==> src/rtl/irq_agg_pkg.sv <==
package irq_agg_pkg;

    localparam int REG_AW = 4;
    localparam int REG_DW = 32;

    typedef enum logic [REG_AW-1:0] {
        ADR_AUD_HI   = 4'd0,
        ADR_AUD_LO   = 4'd1,
        ADR_PAR      = 4'd2,
        ADR_PRIO     = 4'd3,
        ADR_AUD_MASK = 4'd4,
        ADR_PAR_MASK = 4'd5,
        ADR_AUD_LVL  = 4'd6,
        ADR_PAR_LVL  = 4'd7,
        ADR_CTRL     = 4'd8
    } reg_addr_e;

endpackage

==> src/rtl/irq_sync.sv <==
module irq_sync #(
    parameter int W      = 8,
    parameter int STAGES = 2
) (
    input  logic         clk,
    input  logic         rst_n,
    input  logic [W-1:0] async_i,
    output logic [W-1:0] sync_o
);

    logic [STAGES-1:0][W-1:0] chain_d, chain_q;

    always_comb begin
        chain_d[0] = async_i;
        for (int s = 1; s < STAGES; s++) begin
            chain_d[s] = chain_q[s-1];
        end
    end

    always_ff @(posedge clk or negedge rst_n) begin
        if (!rst_n) chain_q <= '0;
        else        chain_q <= chain_d;
    end

    assign sync_o = chain_q[STAGES-1];

endmodule

==> src/rtl/irq_latch_bank.sv <==
module irq_latch_bank #(
    parameter int W = 8
) (
    input  logic         clk,
    input  logic         rst_n,
    input  logic [W-1:0] live_i,
    input  logic [W-1:0] lvl_type_i,
    input  logic [W-1:0] clr_i,
    output logic [W-1:0] lat_o,
    output logic [W-1:0] view_o
);

    typedef struct packed {
        logic [W-1:0] prev;
        logic [W-1:0] lat;
    } bank_t;

    bank_t        st_d, st_q;
    logic [W-1:0] evt;

    always_comb begin
        evt       = live_i & ~st_q.prev & ~lvl_type_i;
        st_d.prev = live_i;
        // a fresh edge wins over a clear in the same cycle
        st_d.lat  = (st_q.lat & ~clr_i & ~lvl_type_i) | evt;
    end

    always_ff @(posedge clk or negedge rst_n) begin
        if (!rst_n) st_q <= '0;
        else        st_q <= st_d;
    end

    assign lat_o  = st_q.lat;
    assign view_o = (st_q.lat & ~lvl_type_i) | (live_i & lvl_type_i);

    // every detected edge is held in the latch one cycle later
    a_r1_edge_latched: assert property (@(posedge clk) disable iff (!rst_n)
        (evt != '0) |=> ((st_q.lat & $past(evt)) == $past(evt)));

    // an edge meeting a clear of the same bit is not lost
    a_r7_event_beats_clear: assert property (@(posedge clk) disable iff (!rst_n)
        ((evt & clr_i) != '0) |=> ((st_q.lat & $past(evt & clr_i)) == $past(evt & clr_i)));

    // a source that stays level-type never holds a latch bit
    a_r5_level_no_latch: assert property (@(posedge clk) disable iff (!rst_n)
        ((st_q.lat & lvl_type_i & $past(lvl_type_i)) == '0));

endmodule

==> src/rtl/irq_agg.sv <==
module irq_agg
    import irq_agg_pkg::*;
#(
    parameter int N_AUD       = 32,
    parameter int N_PAR       = 14,
    parameter int SYNC_STAGES = 2
) (
    input  logic              clk,
    input  logic              rst_n,
    input  logic [N_AUD-1:0]  aud_src_i,
    input  logic [N_PAR-1:0]  par_src_i,
    input  logic              reg_rd_i,
    input  logic              reg_wr_i,
    input  logic [REG_AW-1:0] reg_addr_i,
    input  logic [REG_DW-1:0] reg_wdata_i,
    output logic [REG_DW-1:0] reg_rdata_o,
    output logic              irq_aud_hi_o,
    output logic              irq_aud_lo_o,
    output logic              irq_par_o
);

    typedef struct packed {
        logic [N_AUD-1:0]  prio;
        logic [N_AUD-1:0]  aud_mask;
        logic [N_PAR-1:0]  par_mask;
        logic [N_AUD-1:0]  aud_lvl;
        logic [N_PAR-1:0]  par_lvl;
        logic              w1c;
        logic [REG_DW-1:0] rdata;
    } cfg_t;

    cfg_t             cfg_d, cfg_q;
    logic [N_AUD-1:0] aud_sync, aud_lat, aud_view, aud_clr;
    logic [N_PAR-1:0] par_sync, par_lat, par_view, par_clr;
    logic             rd_hi, rd_lo, rd_par, wr_hi, wr_lo, wr_par;

    irq_sync #(.W(N_AUD), .STAGES(SYNC_STAGES)) u_aud_sync (
        .clk(clk), .rst_n(rst_n), .async_i(aud_src_i), .sync_o(aud_sync));

    irq_sync #(.W(N_PAR), .STAGES(SYNC_STAGES)) u_par_sync (
        .clk(clk), .rst_n(rst_n), .async_i(par_src_i), .sync_o(par_sync));

    irq_latch_bank #(.W(N_AUD)) u_aud_bank (
        .clk(clk), .rst_n(rst_n), .live_i(aud_sync), .lvl_type_i(cfg_q.aud_lvl),
        .clr_i(aud_clr), .lat_o(aud_lat), .view_o(aud_view));

    irq_latch_bank #(.W(N_PAR)) u_par_bank (
        .clk(clk), .rst_n(rst_n), .live_i(par_sync), .lvl_type_i(cfg_q.par_lvl),
        .clr_i(par_clr), .lat_o(par_lat), .view_o(par_view));

    always_comb begin
        rd_hi  = reg_rd_i && (reg_addr_i == ADR_AUD_HI);
        rd_lo  = reg_rd_i && (reg_addr_i == ADR_AUD_LO);
        rd_par = reg_rd_i && (reg_addr_i == ADR_PAR);
        wr_hi  = reg_wr_i && (reg_addr_i == ADR_AUD_HI);
        wr_lo  = reg_wr_i && (reg_addr_i == ADR_AUD_LO);
        wr_par = reg_wr_i && (reg_addr_i == ADR_PAR);

        aud_clr = '0;
        par_clr = '0;
        if (cfg_q.w1c) begin
            if (wr_hi)  aud_clr = aud_clr | (reg_wdata_i[N_AUD-1:0] & cfg_q.prio);
            if (wr_lo)  aud_clr = aud_clr | (reg_wdata_i[N_AUD-1:0] & ~cfg_q.prio);
            if (wr_par) par_clr = reg_wdata_i[N_PAR-1:0];
        end else begin
            if (rd_hi)  aud_clr = aud_clr | cfg_q.prio;
            if (rd_lo)  aud_clr = aud_clr | ~cfg_q.prio;
            if (rd_par) par_clr = '1;
        end
    end

    always_comb begin
        cfg_d = cfg_q;
        if (reg_wr_i) begin
            unique case (reg_addr_i)
                ADR_PRIO:     cfg_d.prio     = reg_wdata_i[N_AUD-1:0];
                ADR_AUD_MASK: cfg_d.aud_mask = reg_wdata_i[N_AUD-1:0];
                ADR_PAR_MASK: cfg_d.par_mask = reg_wdata_i[N_PAR-1:0];
                ADR_AUD_LVL:  cfg_d.aud_lvl  = reg_wdata_i[N_AUD-1:0];
                ADR_PAR_LVL:  cfg_d.par_lvl  = reg_wdata_i[N_PAR-1:0];
                ADR_CTRL:     cfg_d.w1c      = reg_wdata_i[0];
                default:      ;
            endcase
        end
        if (reg_rd_i) begin
            cfg_d.rdata = '0;
            unique case (reg_addr_i)
                ADR_AUD_HI:   cfg_d.rdata[N_AUD-1:0] = aud_view & cfg_q.prio;
                ADR_AUD_LO:   cfg_d.rdata[N_AUD-1:0] = aud_view & ~cfg_q.prio;
                ADR_PAR:      cfg_d.rdata[N_PAR-1:0] = par_view;
                ADR_PRIO:     cfg_d.rdata[N_AUD-1:0] = cfg_q.prio;
                ADR_AUD_MASK: cfg_d.rdata[N_AUD-1:0] = cfg_q.aud_mask;
                ADR_PAR_MASK: cfg_d.rdata[N_PAR-1:0] = cfg_q.par_mask;
                ADR_AUD_LVL:  cfg_d.rdata[N_AUD-1:0] = cfg_q.aud_lvl;
                ADR_PAR_LVL:  cfg_d.rdata[N_PAR-1:0] = cfg_q.par_lvl;
                ADR_CTRL:     cfg_d.rdata[0]         = cfg_q.w1c;
                default:      ;
            endcase
        end
    end

    always_ff @(posedge clk or negedge rst_n) begin
        if (!rst_n) cfg_q <= '0;
        else        cfg_q <= cfg_d;
    end

    assign reg_rdata_o  = cfg_q.rdata;
    assign irq_aud_hi_o = |(aud_view & cfg_q.prio & cfg_q.aud_mask);
    assign irq_aud_lo_o = |(aud_view & ~cfg_q.prio & cfg_q.aud_mask);
    assign irq_par_o    = |(par_view & cfg_q.par_mask);

    // a high-view read leaves latched low-priority bits in place
    a_r3_hi_read_spares_low: assert property (@(posedge clk) disable iff (!rst_n)
        (rd_hi && !reg_wr_i) |=> (($past(aud_lat & ~cfg_q.prio) & ~aud_lat) == '0));

    // in write-one-to-clear mode a read removes no latched bit
    a_r6_w1c_read_keeps: assert property (@(posedge clk) disable iff (!rst_n)
        (reg_rd_i && !reg_wr_i && cfg_q.w1c) |=>
        ((($past(aud_lat) & ~aud_lat) == '0) && (($past(par_lat) & ~par_lat) == '0)));

    // a fully masked audio bank raises neither audio line
    a_r8_masked_quiet: assert property (@(posedge clk) disable iff (!rst_n)
        (cfg_q.aud_mask == '0) |-> (!irq_aud_hi_o && !irq_aud_lo_o));

endmodule

==> config.mk <==
export PLATFORM = sky130hd
export DESIGN_NAME = irq_agg
export DESIGN_NICKNAME = d
export VERILOG_FILES = /design/src/rtl/irq_agg_pkg.sv /design/src/rtl/irq_sync.sv /design/src/rtl/irq_latch_bank.sv /design/src/rtl/irq_agg.sv
export SDC_FILE = /design/constraint.sdc
export NUM_CORES = 1
export LEC_CHECK = 0
export ABC_AREA = 0
export ABC_CLOCK_PERIOD_IN_PS = 2000
export BUFFER_PORTS_ARGS = -buffer_cell sky130_fd_sc_hd__buf_2
export CAP_MARGIN = 5
export CELL_PAD_IN_SITES_DETAIL_PLACEMENT = 1
export CELL_PAD_IN_SITES_GLOBAL_PLACEMENT = 1
export CORE_ASPECT_RATIO = 0.8
export CORE_MARGIN = 4
export CORE_UTILIZATION = 45
export DETAILED_ROUTE_END_ITERATION = 16
export PLACE_DENSITY = 0.8
export SYNTH_ARGS = -nofsm -noshare
export SYNTH_HDL_FRONTEND = slang
export SYNTH_HIERARCHICAL = 1
export SYNTH_SLANG_ARGS = --single-unit
==> constraint.sdc <==
create_clock -name clk -period 2 [get_ports clk]
set_clock_uncertainty 0.2 [all_clocks]
set_input_delay 0.4 -clock clk [delete_from_list [all_inputs] [get_ports clk]]
set_output_delay 0.4 -clock clk [all_outputs]
set_load 0.02 [all_outputs]
Word-level counts from Yosys, hierarchy flattened
Cells that the tools add are included.

Add/subtract/negate cells: 0. $mul: 0. Divide/modulo/power cells: 0. $lt $le $gt $ge: 0. Equal/unequal tests: 8. Shift-type cells: 0. Mux-type cells: 13. Bitwise logic cells: 32. Reduce and logical (&&, ||, !) cells: 16.

Operators with widths (number): 32-bit AND (12); 32-bit 2-to-1 mux (7); 32-bit inverter (4); 32-bit bitwise OR (4); 13-bit one-hot mux with 8 select lines (1); 14-bit AND (7); 18-bit one-hot mux with 5 select lines (1); 32-bit OR reduction (2); 14-bit 2-to-1 mux (3); 14-bit inverter (3); 14-bit bitwise OR (2); 4-bit by 3-bit == test with 1-bit output, second input constant (4); 14-bit OR reduction (1); 2-bit AND reduction (6); 1-bit one-hot mux with 9 select lines (1); 4-bit by 2-bit == test with 1-bit output, second input constant (2); 1-bit logical AND (6); 4-bit by 1-bit == test with 1-bit output, second input constant (1); 4-bit == test, second input constant (1); 4-bit logical NOT (1).

Register bits: 341. Bits in latches: 0. RAM bits: 0. ROM bits: 0. Input port bits: 86. Output and inout bits: 35. Memories: 0.

Longest topological paths before layout
Gate-level depths: netlist of the first run.

Depth after elaboration: 11. Gate-level depth with buffers: 10. Depth with buffers taken out: 6.

Hierarchy
Netlist of the first run, hierarchy kept.

By module, submodules not included: irq_agg (instances 1, cells an instance 938, area an instance 9626.7 um^2, seq. area each 3928.8 um^2); irq_latch_bank at u_aud_bank (instances 1, cells an instance 224, area an instance 2882.8 um^2, seq. area each 1601.5 um^2); irq_sync at u_aud_sync (instances 1, cells an instance 64, area an instance 1601.5 um^2, seq. area each 1601.5 um^2); irq_latch_bank at u_par_bank (instances 1, cells an instance 98, area an instance 1261.2 um^2, seq. area each 700.7 um^2); irq_sync at u_par_sync (instances 1, cells an instance 28, area an instance 700.7 um^2, seq. area each 700.7 um^2).

Least setup slack after synthesis of the first run
OpenSTA, ideal clock, no wires.

Kind: in2reg. Start: in reg_addr_i[2]. End: reg u_aud_bank.st_q, in the netlist u_aud_bank/lat_o[29]. Library setup time: 0.123 ns. Data arrival time: 1.796 ns. Required time: 1.677 ns. Slack: -0.118 ns. Cell stages on the path: 10. Buffers on the path: 4. Cells stage by stage: buf_2 -> buf_4 -> nor2_1 -> and3_1 -> clkbuf_1 -> buf_2 -> mux2i_1 -> o22ai_1 -> nand2b_1 -> a21oi_1.

RTL lines: start: declaration (line irq_agg.sv:14) `input logic [REG_AW-1:0] reg_addr_i,`; end signal: assignment (line irq_latch_bank.sv:30) `else st_q <= st_d;`; end: declaration (line irq_latch_bank.sv:18) `bank_t st_d, st_q;`.

Worst setup path in the final report of the first run
Start: reg cfg_q[75] in the netlist's numbering. End: out irq_aud_lo_o.

Word-level cells in the longest chain between the ends: 6. Elaborated cells on any way between the ends: 7. Classes of those cells: bitwise: 6; reduce/logical: 1.

Ends and longest elaborated chain: start: declaration (line irq_agg.sv:32) `cfg_t cfg_d, cfg_q;`; start signal: assignment (line irq_agg.sv:104) `else cfg_q <= cfg_d;`; 32-bit inverter (line irq_latch_bank.sv:34) `assign view_o = (st_q.lat & ~lvl_type_i) | (live_i & lvl_type_i);`; 32-bit AND (line irq_latch_bank.sv:34); 32-bit bitwise OR * (line irq_latch_bank.sv:34); named net aud_view[28] (line irq_agg.sv:33) `logic [N_AUD-1:0] aud_sync, aud_lat, aud_view, aud_clr;`; 32-bit AND * (2 in series) (line irq_agg.sv:109) `assign irq_aud_lo_o = |(aud_view & ~cfg_q.prio & cfg_q.aud_mask);`; 32-bit OR reduction * (line irq_agg.sv:109); end: declaration (line irq_agg.sv:18) `output logic irq_aud_lo_o,`.

The timed path passes the listed nets; every way through them passes the cells marked *.

==> impl_metrics.csv, run 1 <==
group,metric,value,unit
status,outcome,"finished with violations",
status,violations,"setup timing",
floorplanning,rows,60,
global_routing,grt_pass1_vias,13844,
setup_path,cp_cell_sequence,"mux2_4, nand2_1, o22ai_1, nor4_1, buf_4, nand4_1, buf_6",
sta,rsz0062_at_grt,"true",
power_and_ir_drop,combPwrFrac,26.7,%
drt,via_per_inst,6.00,
setup_path,worst_setup_path_end_kind,"primary output",
drt,wl,54700,um
power_and_ir_drop,power_frac_seq,42.2,%
global_routing,grt_pass1_wl,83800,um
setup_path,critPathLaunchType,"flop",
sta,max_freq,345,MHz
clocking,htree_levels,2,
power_and_ir_drop,p_int,14.5,mW
layout,multi_input_area,0.00659,mm^2
synth,syn-instance-count,1306,
synth,yosys_warnings,6,
setup_path,crit_family,"simple AND/OR/NAND/NOR gates",
floorplanning,die_w,217,um
global_routing,grt_max_degree,76,
clocking,cts_made_buffers,36,
drt,wl_met2,26000,um
layout,layout-drive-gt1-share,36.5,%
setup_path,timing.critical_path.buf_inv,2,
clocking,clockBufferDepth,3,
sta,post-route-min-period,2.90,ns
drt,ant_nets,0,
drt,dr.max_layer_used,"met5",
layout,fin_nets,1701,
placement,dp_slack,-0.381,ns
floorplanning,start_util,46.1,%
setup_path,cp_max_fo,4,
layout,area_growth,28.1,%
setup_path,slowest_stage,"dfrtp_1",
setup_path,rrSetupSlack,0.10,ns
power_and_ir_drop,clkPwrFrac,31.1,%
drt,wire_per_inst,26.0,um
setup_path,cp.arrival,2.30,ns
floorplanning,num_io_pins,121,
clocking,cts.clk_slew.worst_paths,0.06,ns
placement,placed_cell_area,0.0182,mm^2
drt,drc,0,
setup_path,r2r-end,"reg_rdata_o[1]",
global_routing,grt_usage,28.5,%
worst_hold_path,min_from,"reg_wdata_i[4]",
placement,dp_hpwl,36200,um
setup_path,rr_startpoint,"cfg_q[48]",
layout,final_area,0.0201,mm^2
power_and_ir_drop,p_sw_share,30.7,%
synth,netlist_area,0.0157,mm^2
clocking,cts_tree,"yes",
drt,num_vias,12632,
sta,setup_viol,3,
placement,dpl.cell_count,1970,
clocking,ctsRootBufferMaster,"clkbuf_16",
drt,initialDrtViolationCount,1300,
sta,finalWorstSetupSlack,-0.896,ns
placement,place.port_buffers,120,
layout,final_util,59.1,%
sta,hold_viol_final,0,
clocking,clock_sinks,341,
setup_path,reg2reg_depth,6,
power_and_ir_drop,cellLeakagePower,9.29,nW
global_routing,grt_overflow,0,
layout,ff_latch_area,0.00853,mm^2
layout,final_cells,2105,
floorplanning,core,0.0341,mm^2
synth,syn-num-nets,1392,
synth,syn-mean-instance-area,12.0,um^2
global_routing,antenna_found_initial,2,
worst_hold_path,worstHoldPathCells,2,
setup_path,crit_required,1.40,ns
placement,place.gp.congestion,0.938,
sta,max_slew_margin,69.9,%
flow_run,drv_cap,0,
power_and_ir_drop,vdd_drop_max,0.471,mV
drt,drt-pass1-iter-count,5,
power_and_ir_drop,p_per_area,1040,mW/mm^2
worst_hold_path,hold-path-endpoint,"cfg_q[83]",
layout,n_fill_cell,3504,
floorplanning,dieArea,0.0380,mm^2
drt,wl_met3,4440,um
power_and_ir_drop,power.switching,6.42,mW
sta,drv_slew,0,
sta,tightest_slew,0.451,ns
clocking,clkLatencyLatePin,0.54,ns
floorplanning,die_h,175,um
sta,period_share,145,%
drt,drt-met1-wl,22200,um
setup_path,cpPeakStageDelay,0.39,ns
setup_path,crit_type,"reg2out",
worst_hold_path,holdCritPathClass,"in2reg",
power_and_ir_drop,total_power,20.9,mW
cell usage in the layout (no fill, tap or decap), types with 4 or more instances in the layout:
cell           instances
a31oi_1               16
nand3_1               36
dfrtp_1              340
buf_6                  5
a21o_1                19
clkbuf_1              12
mux2_4                46
a22o_1                 7
mux2i_1               93
a22oi_1               10
nand4_1               12
buf_2                116
xor2_1                 8
o22ai_1               42
clkbuf_8               5
clkinv_2               7
nand3_2                4
mux2_2               126
buf_12                26
and3_1                10
nand2b_1              93
a221o_1                5
a21oi_1               70
clkbuf_16             37
a222oi_1               9
nor2_1                18
o32ai_1                5
a32oi_1               20
nor2b_1                7
dlygate4sd3_1         65
o21ai_0               20
nand2_1               73
o2bb2ai_1              4
nand3b_1              11
inv_1                  9
buf_4                195
worst register-to-register path, delay by kind of cell, from the launching register on:
family / cells / cell delay (ns)
buffers and inverters: 1 / 0.14
DFF: 1 / 0.40
AOI/OAI and AO/OA: 3 / 0.52
muxes: 1 / 0.34
and+or+nand+nor: 1 / 0.16
cell type report:
cell class | count | area share, %
antenna | 1 | 0.0124
clock buffer | 54 | 5.16
clock inverter | 8 | 0.323
inverter | 11 | 0.205
multi-input combinational | 817 | 32.7
sequential | 341 | 42.4
tap | 465 | 2.89
timing repair buffer | 408 | 16.3
power by group through the flow:
| stage | registers, mW | logic (mW) | clock network, mW |
|---|---|---|---|
| floorplan | 8.57 | 2.93 | 0 |
| global placement | 8.76 | 4.84 | 0 |
| detailed placement | 8.87 | 5.08 | 0 |
| CTS | 8.78 | 5.38 | 6.60 |
| global route | 8.92 | 5.90 | 6.90 |
| finish | 8.82 | 5.57 | 6.51 |
stage by stage:
| step | hold slack [ns] | setup TNS [ns] |
|---|---|---|
| 3_3_place_gp | 0.0918 | -25.30 |
| 6_report | 0.0296 | -2.55 |
| 5_1_grt | 0.0294 | -2.72 |
| 3_5_place_dp | 0.0868 | -36.59 |
| 4_1_cts | 0.00965 | -2.60 |
| 2_1_floorplan | -0.0956 | -0.0360 |
how the worst max path moves through the flow:
stage | slack, ns | startpoint | cells past startpoint | to
after global placement | -0.35 | cfg_q[49] | 6 | irq_aud_lo_o
after CTS | -0.89 | cfg_q[47] | 7 | irq_aud_hi_o
after global routing | -0.96 | cfg_q[49] | 6 | irq_aud_lo_o
after floorplan | -0.007 | reg_addr_i[0] | 7 | reg_rdata_o[10]
after detailed placement | -0.38 | cfg_q[47] | 7 | irq_aud_lo_o
final | -0.90 | cfg_q[75] | 7 | irq_aud_lo_o
per-layer routing:
layer | vias to the layer above | GRT usage (%)
met4 | 2 | 10.9
li1 | 5316 | -
met5 | - | 0
met1 | 6552 | 37.7
met3 | 161 | 5.95
met2 | 601 | 46.3
what timing repair did:
action | 4_1_cts | 5_1_grt
hold buffers | 65 | 0
endpoints found under the hold margin | 437 | 0
gates resized for setup | 13 | 13
pin swaps | 8 | 7
setup endpoints to repair | 4 | 4
cloned | 0 | 0
buffers inserted | 1 | 6
state kept, by name (all words and copies together) (netlist names):
register	count
u_aud_bank/st_q	32
u_par_sync/sync_o	14
u_aud_bank/lat_o	32
u_aud_sync/chain_d	32
u_par_bank/st_q	14
u_aud_sync/sync_o	32
reg_rdata_o	32
u_par_sync/chain_d	14
cfg_q	125
u_par_bank/lat_o	14
No activity file was read; power rests on OpenSTA's default activity.
==> inputs of run 2 (changes only) <==
Settings changed: CORE_MARGIN 4 to 8.
==> impl_metrics.csv, run 2 (same netlist as run 1, synthesis figures left out) <==
group,metric,value,unit
global_routing,grt_max_degree,74,
drt,ant_nets,0,
floorplanning,die_w,225,um
setup_path,cpPeakStageDelay,0.41,ns
clocking,clkLatencyLatePin,0.55,ns
layout,layout-drive-gt1-share,37.3,%
drt,num_vias,12587,
clocking,cts_tree,"yes",
layout,n_fill_cell,3481,
sta,finalWorstSetupSlack,-0.932,ns
worst_hold_path,min_from,"reg_wdata_i[6]",
setup_path,cp.arrival,2.33,ns
setup_path,cp_max_fo,2,
power_and_ir_drop,cellLeakagePower,9.35,nW
drt,initialDrtViolationCount,1036,
drt,wire_per_inst,26.2,um
status,violations,"setup timing",
floorplanning,die_h,183,um
layout,area_growth,29.0,%
setup_path,rr_startpoint,"cfg_q[53]",
sta,max_freq,341,MHz
layout,ff_latch_area,0.00853,mm^2
setup_path,startpoint,"cfg_q[72]",
global_routing,antenna_found_initial,3,
drt,drc,0,
clocking,htree_levels,2,
placement,place.gp.congestion,0.911,
power_and_ir_drop,vdd_drop_max,0.745,mV
setup_path,critPathLaunchType,"flop",
layout,top_register,"cfg_q",
clocking,clock_sinks,341,
floorplanning,start_util,45.5,%
sta,rsz0062_at_grt,"true",
floorplanning,dieArea,0.0412,mm^2
clocking,ctsRootBufferMaster,"clkbuf_16",
placement,dp_slack,-0.360,ns
worst_hold_path,holdCritPathClass,"in2reg",
sta,post-route-min-period,2.93,ns
layout,final_cell_mix,"340 x dfrtp_1, 201 x buf_4, 126 x mux2_2",
setup_path,worst_setup_path_end_kind,"primary output",
global_routing,grt_pass1_vias,14178,
sta,hold-worst-slack,0.0298,ns
drt,wl,55400,um
worst_hold_path,worstHoldPathCells,2,
sta,tightest_slew,0.530,ns
placement,dp_hpwl,36700,um
global_routing,grt_usage,26.8,%
setup_path,cp_cell_sequence,"mux2_4, nand3b_1, o2111ai_1, nor3_1, nand4_1, buf_6",
floorplanning,num_io_pins,121,
placement,dpl.cell_count,1980,
global_routing,grt_pass1_wl,85500,um
layout,final_cells,2115,
layout,final_util,58.7,%
layout,multi_input_area,0.00664,mm^2
setup_path,crit_type,"reg2out",
flow_run,drv_cap,0,
setup_path,reg2reg_depth,7,
status,outcome,"finished with violations",
sta,setup_tns,-2.49,ns
placement,place.port_buffers,120,
sta,period_share,147,%
layout,largest_reg_flops,125,
sta,drv_slew,0,
clocking,cts_made_buffers,36,
floorplanning,rows,61,
setup_path,slowest_stage,"dfrtp_1",
sta,setup_viol,3,
sta,max_slew_margin,64.4,%
sta,hold_viol_final,0,
floorplanning,core,0.0346,mm^2
power_and_ir_drop,p_per_area,1060,mW/mm^2
layout,final_common_cell,"dfrtp_1",
layout,fin_nets,1704,
clocking,clockBufferDepth,3,
drt,drt-pass1-iter-count,5,
drt,via_per_inst,5.95,
setup_path,crit_required,1.40,ns
global_routing,grt_overflow,0,
clocking,cts.clk_slew.worst_paths,0.07,ns
[run 2: stage by stage]
| step | instance area [um^2] | power (mW) |
|---|---|---|
| CTS | 20200 | 21.3 |
| global route | 20300 | 22.3 |
| finish | 20300 | 21.5 |
| global placement | 18200 | 13.5 |
| floorplan | 15800 | 11.5 |
| detailed placement | 18200 | 13.9 |
[run 2: final cells by class]
| cell class | count | area share (%) |
|---|---|---|
| Multi-Input combinational cell | 817 | 32.7 |
| Tap cell | 472 | 2.91 |
| Inverter | 11 | 0.204 |
| Clock buffer | 49 | 5.03 |
| Sequential cell | 341 | 42.1 |
| Clock inverter | 13 | 1.01 |
| Timing Repair Buffer | 411 | 16.0 |
| Antenna cell | 1 | 0.0123 |
[run 2: worst max-delay path, delay by kind of cell, from the launching register on]
kind / cells / cell delay (ns)
compound gates: 1 / 0.17
buf+inv: 1 / 0.20
simple gates: 3 / 0.68
flops: 1 / 0.41
mux: 1 / 0.32
[run 2: repair_timing]
action / CTS / global route
pin swaps: 8 / 8
endpoints found under the hold margin: 395 / 0
gates resized for setup: 19 / 14
setup buffers: 3 / 2
setup endpoints to repair: 4 / 4
hold buffers: 67 / 0
[run 2: where the power goes]
part           internal [mW]  leakage [nW]  switching (mW)
combinational           2.79          4.61            2.75
clock                   4.22         0.607            2.87
sequential              7.92          4.14           0.932
total                   14.9          9.35            6.56
[run 2: metal layers]
layer | GRT usage, % | share of wire, % | vias up
met5 | 0 | 0.042 | -
met4 | 13.2 | 4.6 | 4
met3 | 6.26 | 7.5 | 195
met2 | 42.1 | 46 | 605
met1 | 34.8 | 42 | 6469
li1 | - | - | 5314
[run 2: path summary, 6_finish.rpt]
| check | endpoint | slack [ns] |
|---|---|---|
| max | irq_aud_lo_o | -0.93 |
| min | cfg_q[131] | 0.03 |
| max reg2reg | reg_rdata_o[6] | 0.03 |
| min reg2reg | u_par_sync/sync_o[7] | 0.14 |
| max in group asynchronous | u_par_sync/chain_d[14] | 0.70 |
| min in group asynchronous | u_aud_sync/chain_d[49] | 0.15 |
